**config.mk**
```make
export PLATFORM = sky130hd
export DESIGN_NAME = mesi_line_ctrl
export DESIGN_NICKNAME = d
export VERILOG_FILES = /design/src/rtl/mesi_pkg.sv /design/src/rtl/mesi_tag_match.sv /design/src/rtl/mesi_snoop_react.sv /design/src/rtl/mesi_line_ctrl.sv
export SDC_FILE = /design/constraint.sdc
export NUM_CORES = 1
export LEC_CHECK = 0
export BUFFER_PORTS_ARGS = -buffer_cell sky130_fd_sc_hd__buf_4
export CAP_MARGIN = 5
export CORE_MARGIN = 2
export CORE_UTILIZATION = 30
export DETAILED_ROUTE_END_ITERATION = 10
export MAX_ROUTING_LAYER = met4
export PLACE_DENSITY = 0.62
export SYNTH_ARGS = -nofsm -noshare
export SYNTH_HDL_FRONTEND = slang
export SYNTH_SLANG_ARGS = --single-unit
```
**constraint.sdc**
```tcl
create_clock -name clk -period 2.7 [get_ports clk]
set_input_delay 0.405 -clock clk [delete_from_list [all_inputs] [get_ports clk]]
set_output_delay 0.405 -clock clk [all_outputs]
set_load 0.05 [all_outputs]
```
**src/rtl/mesi_pkg.sv**
```systemverilog
package mesi_pkg;

    typedef enum logic [1:0] {
        ST_I = 2'd0,
        ST_S = 2'd1,
        ST_E = 2'd2,
        ST_M = 2'd3
    } line_st_e;

    typedef enum logic [1:0] {
        OP_RD  = 2'd0,
        OP_RDX = 2'd1,
        OP_INV = 2'd2,
        OP_WB  = 2'd3
    } bus_op_e;

    typedef enum logic {
        PH_IDLE = 1'b0,
        PH_REQ  = 1'b1
    } phase_e;

    typedef struct packed {
        line_st_e st;
        logic     wb;
        logic     shared;
        logic     kill_upg;
    } snoop_resp_t;

    function automatic logic st_valid(input line_st_e s);
        return s != ST_I;
    endfunction

    function automatic bus_op_e fill_op(input logic is_write);
        return is_write ? OP_RDX : OP_RD;
    endfunction

endpackage

```
**src/rtl/mesi_tag_match.sv**
```systemverilog
module mesi_tag_match
    import mesi_pkg::*;
#(
    parameter int ADDR_W = 8
) (
    input  line_st_e            st,
    input  logic [ADDR_W-1:0]   tag,
    input  logic [ADDR_W-1:0]   addr,
    output logic                hit
);
    assign hit = st_valid(st) && (tag == addr);
endmodule

```
**src/rtl/mesi_snoop_react.sv**
```systemverilog
module mesi_snoop_react
    import mesi_pkg::*;
(
    input  logic        valid,
    input  logic        hit,
    input  line_st_e    st,
    input  bus_op_e     op,
    output snoop_resp_t rsp
);
    always_comb begin
        rsp.st       = st;
        rsp.wb       = 1'b0;
        rsp.shared   = 1'b0;
        rsp.kill_upg = 1'b0;
        if (valid && hit) begin
            unique case (op)
                OP_RD: begin
                    rsp.shared = 1'b1;
                    rsp.wb     = (st == ST_M);
                    rsp.st     = ST_S;
                end
                OP_RDX: begin
                    rsp.wb       = (st == ST_M);
                    rsp.st       = ST_I;
                    rsp.kill_upg = 1'b1;
                end
                OP_INV: begin
                    rsp.st       = ST_I;
                    rsp.kill_upg = 1'b1;
                end
                default: ;
            endcase
        end
    end
endmodule

```
**src/rtl/mesi_line_ctrl.sv**
```systemverilog
module mesi_line_ctrl
    import mesi_pkg::*;
#(
    parameter int ADDR_W = 8
) (
    input  logic              clk,
    input  logic              rst,
    input  logic              cpu_valid,
    input  logic              cpu_write,
    input  logic [ADDR_W-1:0] cpu_addr,
    output logic              cpu_done,
    output logic              bus_req,
    output logic [1:0]        bus_op,
    output logic [ADDR_W-1:0] bus_addr,
    input  logic              bus_grant,
    input  logic              bus_shared_in,
    input  logic              snp_valid,
    input  logic [1:0]        snp_op,
    input  logic [ADDR_W-1:0] snp_addr,
    output logic              snp_shared_out,
    output logic              snp_wb,
    output logic [1:0]        line_state
);
    line_st_e          st_q, st_d;
    logic [ADDR_W-1:0] tag_q, tag_d;
    phase_e            ph_q, ph_d;
    bus_op_e           op_q, op_d;
    bus_op_e           fin_q, fin_d;
    logic              cpu_hit, snp_hit;
    snoop_resp_t       srsp;

    mesi_tag_match #(.ADDR_W(ADDR_W)) u_cpu_match (
        .st(st_q), .tag(tag_q), .addr(cpu_addr), .hit(cpu_hit)
    );

    mesi_tag_match #(.ADDR_W(ADDR_W)) u_snp_match (
        .st(st_q), .tag(tag_q), .addr(snp_addr), .hit(snp_hit)
    );

    mesi_snoop_react u_react (
        .valid(snp_valid), .hit(snp_hit), .st(st_q),
        .op(bus_op_e'(snp_op)), .rsp(srsp)
    );

    assign bus_req        = (ph_q == PH_REQ);
    assign bus_op         = op_q;
    assign bus_addr       = (op_q == OP_WB) ? tag_q : cpu_addr;
    assign snp_shared_out = srsp.shared;
    assign snp_wb         = srsp.wb;
    assign line_state     = st_q;

    always_comb begin
        st_d     = st_q;
        tag_d    = tag_q;
        ph_d     = ph_q;
        op_d     = op_q;
        fin_d    = fin_q;
        cpu_done = 1'b0;
        if (snp_valid) begin
            st_d = srsp.st;
            if (ph_q == PH_REQ) begin
                if (op_q == OP_INV && srsp.kill_upg) begin
                    op_d  = OP_RDX;
                    fin_d = OP_RDX;
                end else if (op_q == OP_WB && srsp.st != ST_M) begin
                    op_d = fin_q;
                end
            end
        end else if (ph_q == PH_IDLE) begin
            if (cpu_valid) begin
                if (cpu_hit) begin
                    if (!cpu_write) begin
                        cpu_done = 1'b1;
                    end else if (st_q == ST_S) begin
                        ph_d  = PH_REQ;
                        op_d  = OP_INV;
                        fin_d = OP_INV;
                    end else begin
                        st_d     = ST_M;
                        cpu_done = 1'b1;
                    end
                end else begin
                    ph_d  = PH_REQ;
                    fin_d = fill_op(cpu_write);
                    op_d  = (st_q == ST_M) ? OP_WB : fill_op(cpu_write);
                end
            end
        end else if (bus_grant) begin
            unique case (op_q)
                OP_WB: begin
                    st_d = ST_I;
                    op_d = fin_q;
                end
                OP_RD: begin
                    st_d     = bus_shared_in ? ST_S : ST_E;
                    tag_d    = cpu_addr;
                    ph_d     = PH_IDLE;
                    cpu_done = 1'b1;
                end
                OP_RDX: begin
                    st_d     = ST_M;
                    tag_d    = cpu_addr;
                    ph_d     = PH_IDLE;
                    cpu_done = 1'b1;
                end
                OP_INV: begin
                    st_d     = ST_M;
                    ph_d     = PH_IDLE;
                    cpu_done = 1'b1;
                end
                default: ;
            endcase
        end
    end

    always_ff @(posedge clk) begin
        if (rst) begin
            st_q  <= ST_I;
            tag_q <= '0;
            ph_q  <= PH_IDLE;
            op_q  <= OP_RD;
            fin_q <= OP_RD;
        end else begin
            st_q  <= st_d;
            tag_q <= tag_d;
            ph_q  <= ph_d;
            op_q  <= op_d;
            fin_q <= fin_d;
        end
    end
endmodule

```
==> summary.md, run 1 <==
| Metric | Value |
|---|---|
| FMAX | `slightly below 400 MHz` |
| Share of the clock period used by the worst path | `93.46%` |
| Max FO, Critical Path | `5` |
| Worst path cell trace | `xor2_1 > nor4_4 > nand3_4 > or3b_1 > a21oi_1 > buf_4` |
| CP peak stage delay | `~440 ps` |
| Worst Setup End Kind | `output pin` |
| Die ar. | `4920 µm²` |
| Dpl ws | `266.4 ps` |
| Most used DFF post-synth | `dfxtp_1` |
| # rows | `24` |
| Clock Tree Buf Depth | `2` |
| Share of layout cells above drive strength 1 | `33.33%` |
| Routed vias/inst | `roughly 5` |
| CTS tree | `built` |
| Critical Path AT | `~2100 ps` |
| P&R area growth vs syn | `30.79%` |
| Netlist cell types | `40` |
| Mapped cell area | `1313 µm²` |
| RSZ-0062 raised after global routing | `no` |
| WL final | `3.042 mm` |
| Area of the multi-input gates | `between 900 and 1000 µm²` |
| Fill count | `448` |
| Gpl congestion | `0.8570` |
| Max_slew headroom | `63.73%` |
| Initial core utilization | `30.57%` |
| Clock Skew | `1.304 ps` |
| Htree depth | `1` |
| Drt wl/cell | `12.32 µm` |
| Drc violations | `0` |
| Placeable core region | `about 4300 µm²` |
| Flop2flop setup slack | `820 ps` |
| CTS root buf | `clkbuf_8` |
| Synth Register Bits | `15` |
| Clk slew on worst S/H paths | `around 60 ps` |
| Cts hold-fix bufs | `0` |
| Final ANT Viol Nets | `0` |
| Die Y | `70.15 µm` |
| Post-layout minimum cycle time | `2523 ps` |
| First-pass GRT wire length | `5.209 mm` |
| Worst setup SP type | `flip-flop` |
| Clk_lat worst skew | `about 250 ps` |
| Setup ws final | `176.6 ps` |
| Post_cts resized | `0` |
| Critical path class | `reg2out` |
| Number of flops mapped to enable cells by yosys | `0` |
| Setup TNS | `0 ps` |
| Register area | `300.3 µm²` |
| Drt pass-1 iters | `4` |
| Synth warnings | `0` |
| Async set-reset flop share out of synthesis | `0%` |
| Post-synthesis sequential area ratio | `22.88%` |
| CP max-delay cell | `nor4_4` |
| Pin count of the biggest net entering global routing | `16` |
| Synth Net Count | `about 190` |
| CTS Buf Count | `3` |
| Ant. Diodes | `0` |
| Initial drt markers | `41` |
| Hold Fails Final Rpt | `0` |
| Die X | `70.15 µm` |
| Layout Nets | `228` |
| Final Slew Violations | `0` |
| Grt ovf | `0` |
| Initial antenna violation count | `0` |
| Final setup viols | `0` |
| Total GRT Usage | `13.26%` |
| Data required time at the worst endpoint | `2300 ps` |
| Boundary Pins | `41` |
| Outcome | `finished clean` |
| I/O Buffers | `40` |
| Post-DP HPWL | `between 2 and 2.5 mm` |
| Synth Instances | `155` |
| Clk sinks | `15` |
| Mean Syn Cell Area | `8.468 µm²` |
| HP Class | `in2reg` |
| Slew at the pin closest to its max-slew limit | `543.4 ps` |
| Max Cap Viol | `0` |
| Vias in the first global route | `between 1000 and 1500` |
| VDD IR max | `163.9 µV` |
| Total setup buffers inserted after CTS | `0` |
| DR vias | `between 1000 and 1500` |
| Pwr dens | `about 360 nW/µm²` |
| Leak | `0.7002 nW` |
worst max-delay path, delay by kind of cell, from the launching register on:
kind,cells,cell delay [ps]
simple gates,3,980
flops,1,340
xor+xnor,1,190
compound gates,1,150
buf+inv,1,210
stage by stage:
stage,total power (W),cell area (µm²),hold WS (ps),cells,utilization (%)
floorplan,0.0003721,1318,438.2,155,-
CTS,0.0006275,1717,409.7,247,39.98
global route,0.0006509,1717,415.7,247,39.98
finish,0.0006191,1717,413.8,247,39.98
global placement,0.0004404,1672,456.2,243,38.93
detailed placement,0.0004403,1672,476.8,243,38.93
cell usage after synthesis, types with 2 or more instances:
cell type  count  area [µm²]
nor2_1        18       67.56
inv_1          9       33.78
nand3_1        3       15.01
nand3b_1       2       15.01
a21oi_1        7       35.03
nand2_1       13       48.80
clkbuf_1       4       15.01
dfxtp_1       15       300.3
a211oi_1       2       15.01
mux2_2         9       101.4
o21a_1         2       15.01
nor4_4         2       42.54
xor2_1         8       70.07
xnor2_1        8       70.07
nor2b_1        4       25.02
nor4_2         2       25.02
ha_1           7       87.58
o21ai_0        3       15.01
nor3_1         6       30.03
mux2i_1       11       110.1
path summary, 6_finish.rpt:
path                                                 start                      to  depth (start not counted)
worst max-delay path                 tag_q[1]$_SDFFE_PP0P_                cpu_done                          6
worst min-delay path                           cpu_addr[2]   tag_q[2]$_SDFFE_PP0P_                          3
worst max register to register  line_state[1]$_SDFFE_PP0P_  bus_op[1]$_SDFFE_PP0P_                          5
worst min register to register       fin_q[1]$_SDFFE_PP0P_   fin_q[1]$_SDFFE_PP0P_                          2
kinds of logic after synthesis:
family	share of synthesized area (%)
and+or+nand+nor	26.12
AOI/OAI and AO/OA	13.54
muxes	16.11
xor gates and xnor gates	10.68
DFF	22.88
buffers and inverters	4.003
adders and majority gates	6.673
area by class of cell:
class | instances | share of cell area [%]
Timing Repair Buffer | 41 | 17.93
Sequential cell | 15 | 17.49
Inverter | 9 | 1.968
Tap cell | 52 | 3.790
Clock buffer | 4 | 2.624
Multi-Input combinational cell | 126 | 56.20
registers in the layout, indices dropped and copies added, names as in the netlist:
register / cells
tag_q: 8
bus_op: 2
fin_q: 2
line_state: 2
bus_req: 1
layout by cell type (no fill, tap or decap), types with 2 or more instances in the layout:
cell | Yosys | routed
buf_4 | 0 | 41
a21oi_1 | 7 | 7
nor2b_1 | 4 | 4
clkbuf_8 | 0 | 3
nor4_2 | 2 | 2
inv_1 | 9 | 9
a211oi_1 | 2 | 2
nor3_1 | 6 | 5
o21a_1 | 2 | 2
ha_1 | 7 | 7
dfxtp_1 | 15 | 15
xnor2_1 | 8 | 8
nand2_1 | 13 | 13
xor2_1 | 8 | 8
mux2_2 | 9 | 9
o21ai_0 | 3 | 3
nor4_4 | 2 | 2
nand3b_1 | 2 | 2
mux2i_1 | 11 | 11
nand3_1 | 3 | 3
nor2_1 | 18 | 18
per-layer routing:
layer / part of all wire (%) / wire length, µm / track usage (%) / vias to the layer above
li1: - / - / - / 626
met1: 46 / 1386 / 16.64 / 540
met2: 48 / 1472 / 21.90 / 35
met4: 1.2 / 36 / 3.846 / 0
met5: 0 / 0 / - / -
met3: 4.8 / 146 / 2.309 / 5
report_power, final:
part	total, W	internal (W)	switching (W)
sequential	0.000243	0.000230	0.0000135
combinational	0.000191	0.0000806	0.000111
clock	0.000185	0.000105	0.0000804
total	0.000619	0.000415	0.000204
No activity file was read; power rests on OpenSTA's default activity.
==> run 2: changes to the inputs <==
==> constraint.sdc (replaced) <==
create_clock -name clk -period 3.15 [get_ports clk]
set_input_delay 0.4725 -clock clk [delete_from_list [all_inputs] [get_ports clk]]
set_output_delay 0.4725 -clock clk [all_outputs]
set_load 0.05 [all_outputs]
==> run 2 against run 1 <==
  * Via count up 0.41%
  * Power down 13%
  * First-iteration DRC count down 29%
  * Clock power is 12% lower
  * Final cell count unchanged
  * Flip-flop and latch count did not move
  * Critical path depth unchanged
  * Sequential share of layout area rose by 0.051 points
  * Clock-buffer cell count unchanged
  * Largest cell class unchanged
==> summary.md, run 2 (synthesized netlist as in run 1, its figures left out) <==
| Metric | Value |
|---|---|
| Max Cap Viol | `0 (unchanged)` |
| VDD IR max | `263.3 µV (+61%)` |
| DP Area | `1667 µm² (-0.30%)` |
| Max FO, Critical Path | `5 (unchanged)` |
| Pin count of the biggest net entering global routing | `16 (unchanged)` |
| Drc violations | `0 (unchanged)` |
| Die X | `70.15 µm (unchanged)` |
| Placeable core region | `4294 µm² (unchanged)` |
| Seq pwr share | `38.9% (-0.4 points)` |
| Switching share of total power | `33.65% (+0.63 points)` |
| CTS root buf | `clkbuf_8` |
| Setup TNS | `0 ps (unchanged)` |
| Gpl congestion | `0.8523 (-0.55%)` |
| Total setup buffers inserted after CTS | `0 (unchanged)` |
| Routed vias/inst | `4.903 (+0.41%)` |
| Clk sinks | `15 (unchanged)` |
| Max reg flops | `8 (unchanged)` |
| Flop2flop setup slack | `1140 ps (+320 ps)` |
| Int Pwr | `0.0003555 W (-14%)` |
| Most common cell after layout, fill and taps aside | `buf_4` |
| Slew at the pin closest to its max-slew limit | `569.0 ps (+25.52 ps)` |
| Die ar. | `4920 µm² (unchanged)` |
| Final Slew Violations | `0 (unchanged)` |
| Boundary Pins | `41 (unchanged)` |
| Clock Skew | `3.886 ps (+2.582 ps)` |
| CTS tree | `built` |
| FMAX | `383.9 MHz` |
| CTS Buf Count | `3 (unchanged)` |
| RSZ-0062 raised after global routing | `no` |
| Initial drt markers | `29 (-29%)` |
| Worst Setup End Kind | `output pin` |
| I/O Buffers | `40 (unchanged)` |
| Final ANT Viol Nets | `0 (unchanged)` |
| Post-layout minimum cycle time | `about 2600 ps` |
| Clk_lat worst skew | `250 ps (about the same)` |
| Cells after DPL | `243 (unchanged)` |
| Leak | `0.7001 nW (about the same)` |
| Htree depth | `1 (unchanged)` |
| Combinational power share | `30.9% (about the same)` |
| Share of layout cells above drive strength 1 | `32.82% (-0.51 points)` |
| CP peak stage delay | `440 ps (about the same)` |
| Fill count | `449 (+0.22%)` |
| Data required time at the worst endpoint | `2680 ps (+380 ps)` |
| Drt pass-1 iters | `4 (unchanged)` |
| Share of the clock period used by the worst path | `82.69%` |
| Grt ovf | `0 (unchanged)` |
| CP max-delay cell | `nor4_4` |
| Total power | `0.0005358 W (-13%)` |
| Final setup viols | `0 (unchanged)` |
| Outcome | `finished clean` |
| Cts hold-fix bufs | `0 (unchanged)` |
| Pwr dens | `313.1 nW/µm² (-13%)` |
| # rows | `24 (unchanged)` |
| Clock Tree Buf Depth | `2 (unchanged)` |
| Clk slew on worst S/H paths | `70 ps (about the same)` |
| Total GRT Usage | `13.37% (+0.11 points)` |
| Vias in the first global route | `1167 (+1.6%)` |
| Ant. Diodes | `0 (unchanged)` |
| Post-DP HPWL | `2.595 mm (+4.0%)` |
| Critical path class | `reg2out` |
| Initial antenna violation count | `0 (unchanged)` |
| Biggest register | `tag_q` |
| Initial core utilization | `30.57% (unchanged)` |
| Worst path cell trace | `xor2_1 > nor4_4 > nand3_4 > or3b_1 > a21oi_1 > buf_4` |
| Drt wl/cell | `12.94 µm (+5.1%)` |
| DR vias | `1211 (+0.41%)` |
| Critical Path AT | `2130 ps (about the same)` |
| Final Cell Area | `1712 µm² (-0.29%)` |
| HP Class | `reg2reg` |
| Die Y | `70.15 µm (unchanged)` |
| Commonest cells after routing, fill and taps aside | `buf_4, nor2_1, dfxtp_1` |
| Clock network power share | `30.2% (+0.3 points)` |
| Post_cts resized | `0 (unchanged)` |
| First-pass GRT wire length | `5.216 mm (+0.13%)` |
| P&R area growth vs syn | `30.41%` |
| Non-Filler Instances | `247 (unchanged)` |
| WL final | `3.197 mm (+5.1%)` |
| Max_slew headroom | `62.03% (-1.7 points)` |
| Hold Fails Final Rpt | `0 (unchanged)` |
| Switching pwr | `0.0001803 W (-12%)` |
| Layout Nets | `228 (unchanged)` |
| Worst setup SP type | `flip-flop` |
-- run 2: cell count changes in the layout (fill, tap and decap cells not counted) --
| cell | before | now |
|---|---|---|
| nor3_1 | 5 | 6 |
| nor3_2 | 1 | 0 |
-- run 2: cell type report --
type                            count  area, µm²  share of cell area [%]
Sequential cell                    15      300.3                   17.54
Clock buffer                        4      45.04                   2.632
Tap cell                           52      65.06                   3.801
Timing Repair Buffer               41      307.8                   17.98
Inverter                            9      33.78                   1.974
Multi-Input combinational cell    126      959.7                   56.07
-- run 2: through the flow --
stage | utilization [%] | hold slack [ps] | setup slack, ps
after global placement | 38.81 | 455.7 | 598.5
final | 39.86 | 470.9 | 545.1
after detailed placement | 38.81 | 468.2 | 573.2
after global routing | 39.86 | 489.0 | 415.0
after floorplan | - | 438.2 | 51.40
after CTS | 39.86 | 477.1 | 527.9
-- run 2: power by group through the flow --
stage          combinational [W]  sequential (W)  clock (W)
4_1_cts                 0.000167        0.000208   0.000162
3_5_place_dp            0.000166        0.000212          0
5_1_grt                 0.000179        0.000209   0.000171
6_report                0.000165        0.000208   0.000162
3_3_place_gp            0.000166        0.000212          0
2_1_floorplan          0.0000971        0.000222          0
-- run 2: path summary, 6_finish.rpt --
path	startpoint	end	depth (start not counted)
max	tag_q[1]$_SDFFE_PP0P_	cpu_done	6
min	fin_q[1]$_SDFFE_PP0P_	fin_q[1]$_SDFFE_PP0P_	2
max reg2reg	line_state[0]$_SDFFE_PP0P_	bus_op[1]$_SDFFE_PP0P_	5
min reg2reg	fin_q[1]$_SDFFE_PP0P_	fin_q[1]$_SDFFE_PP0P_	2
-- run 2: critical path: cells and delay by family, from the launching register on --
kind            cells  cell delay, ps
compound gates      1             150
xor+xnor            1             190
buf+inv             1             210
flops               1             350
simple gates        3             980
-- run 2: metal layers --
metal	global-route usage (%)	vias to the layer above	wire length (µm)	share of wire, %
li1	-	623	-	-
met1	15.28	551	1410	44
met2	23.49	37	1591	50
met3	3.896	0	196	6.1
met4	2.350	0	0	0
met5	-	-	0	0
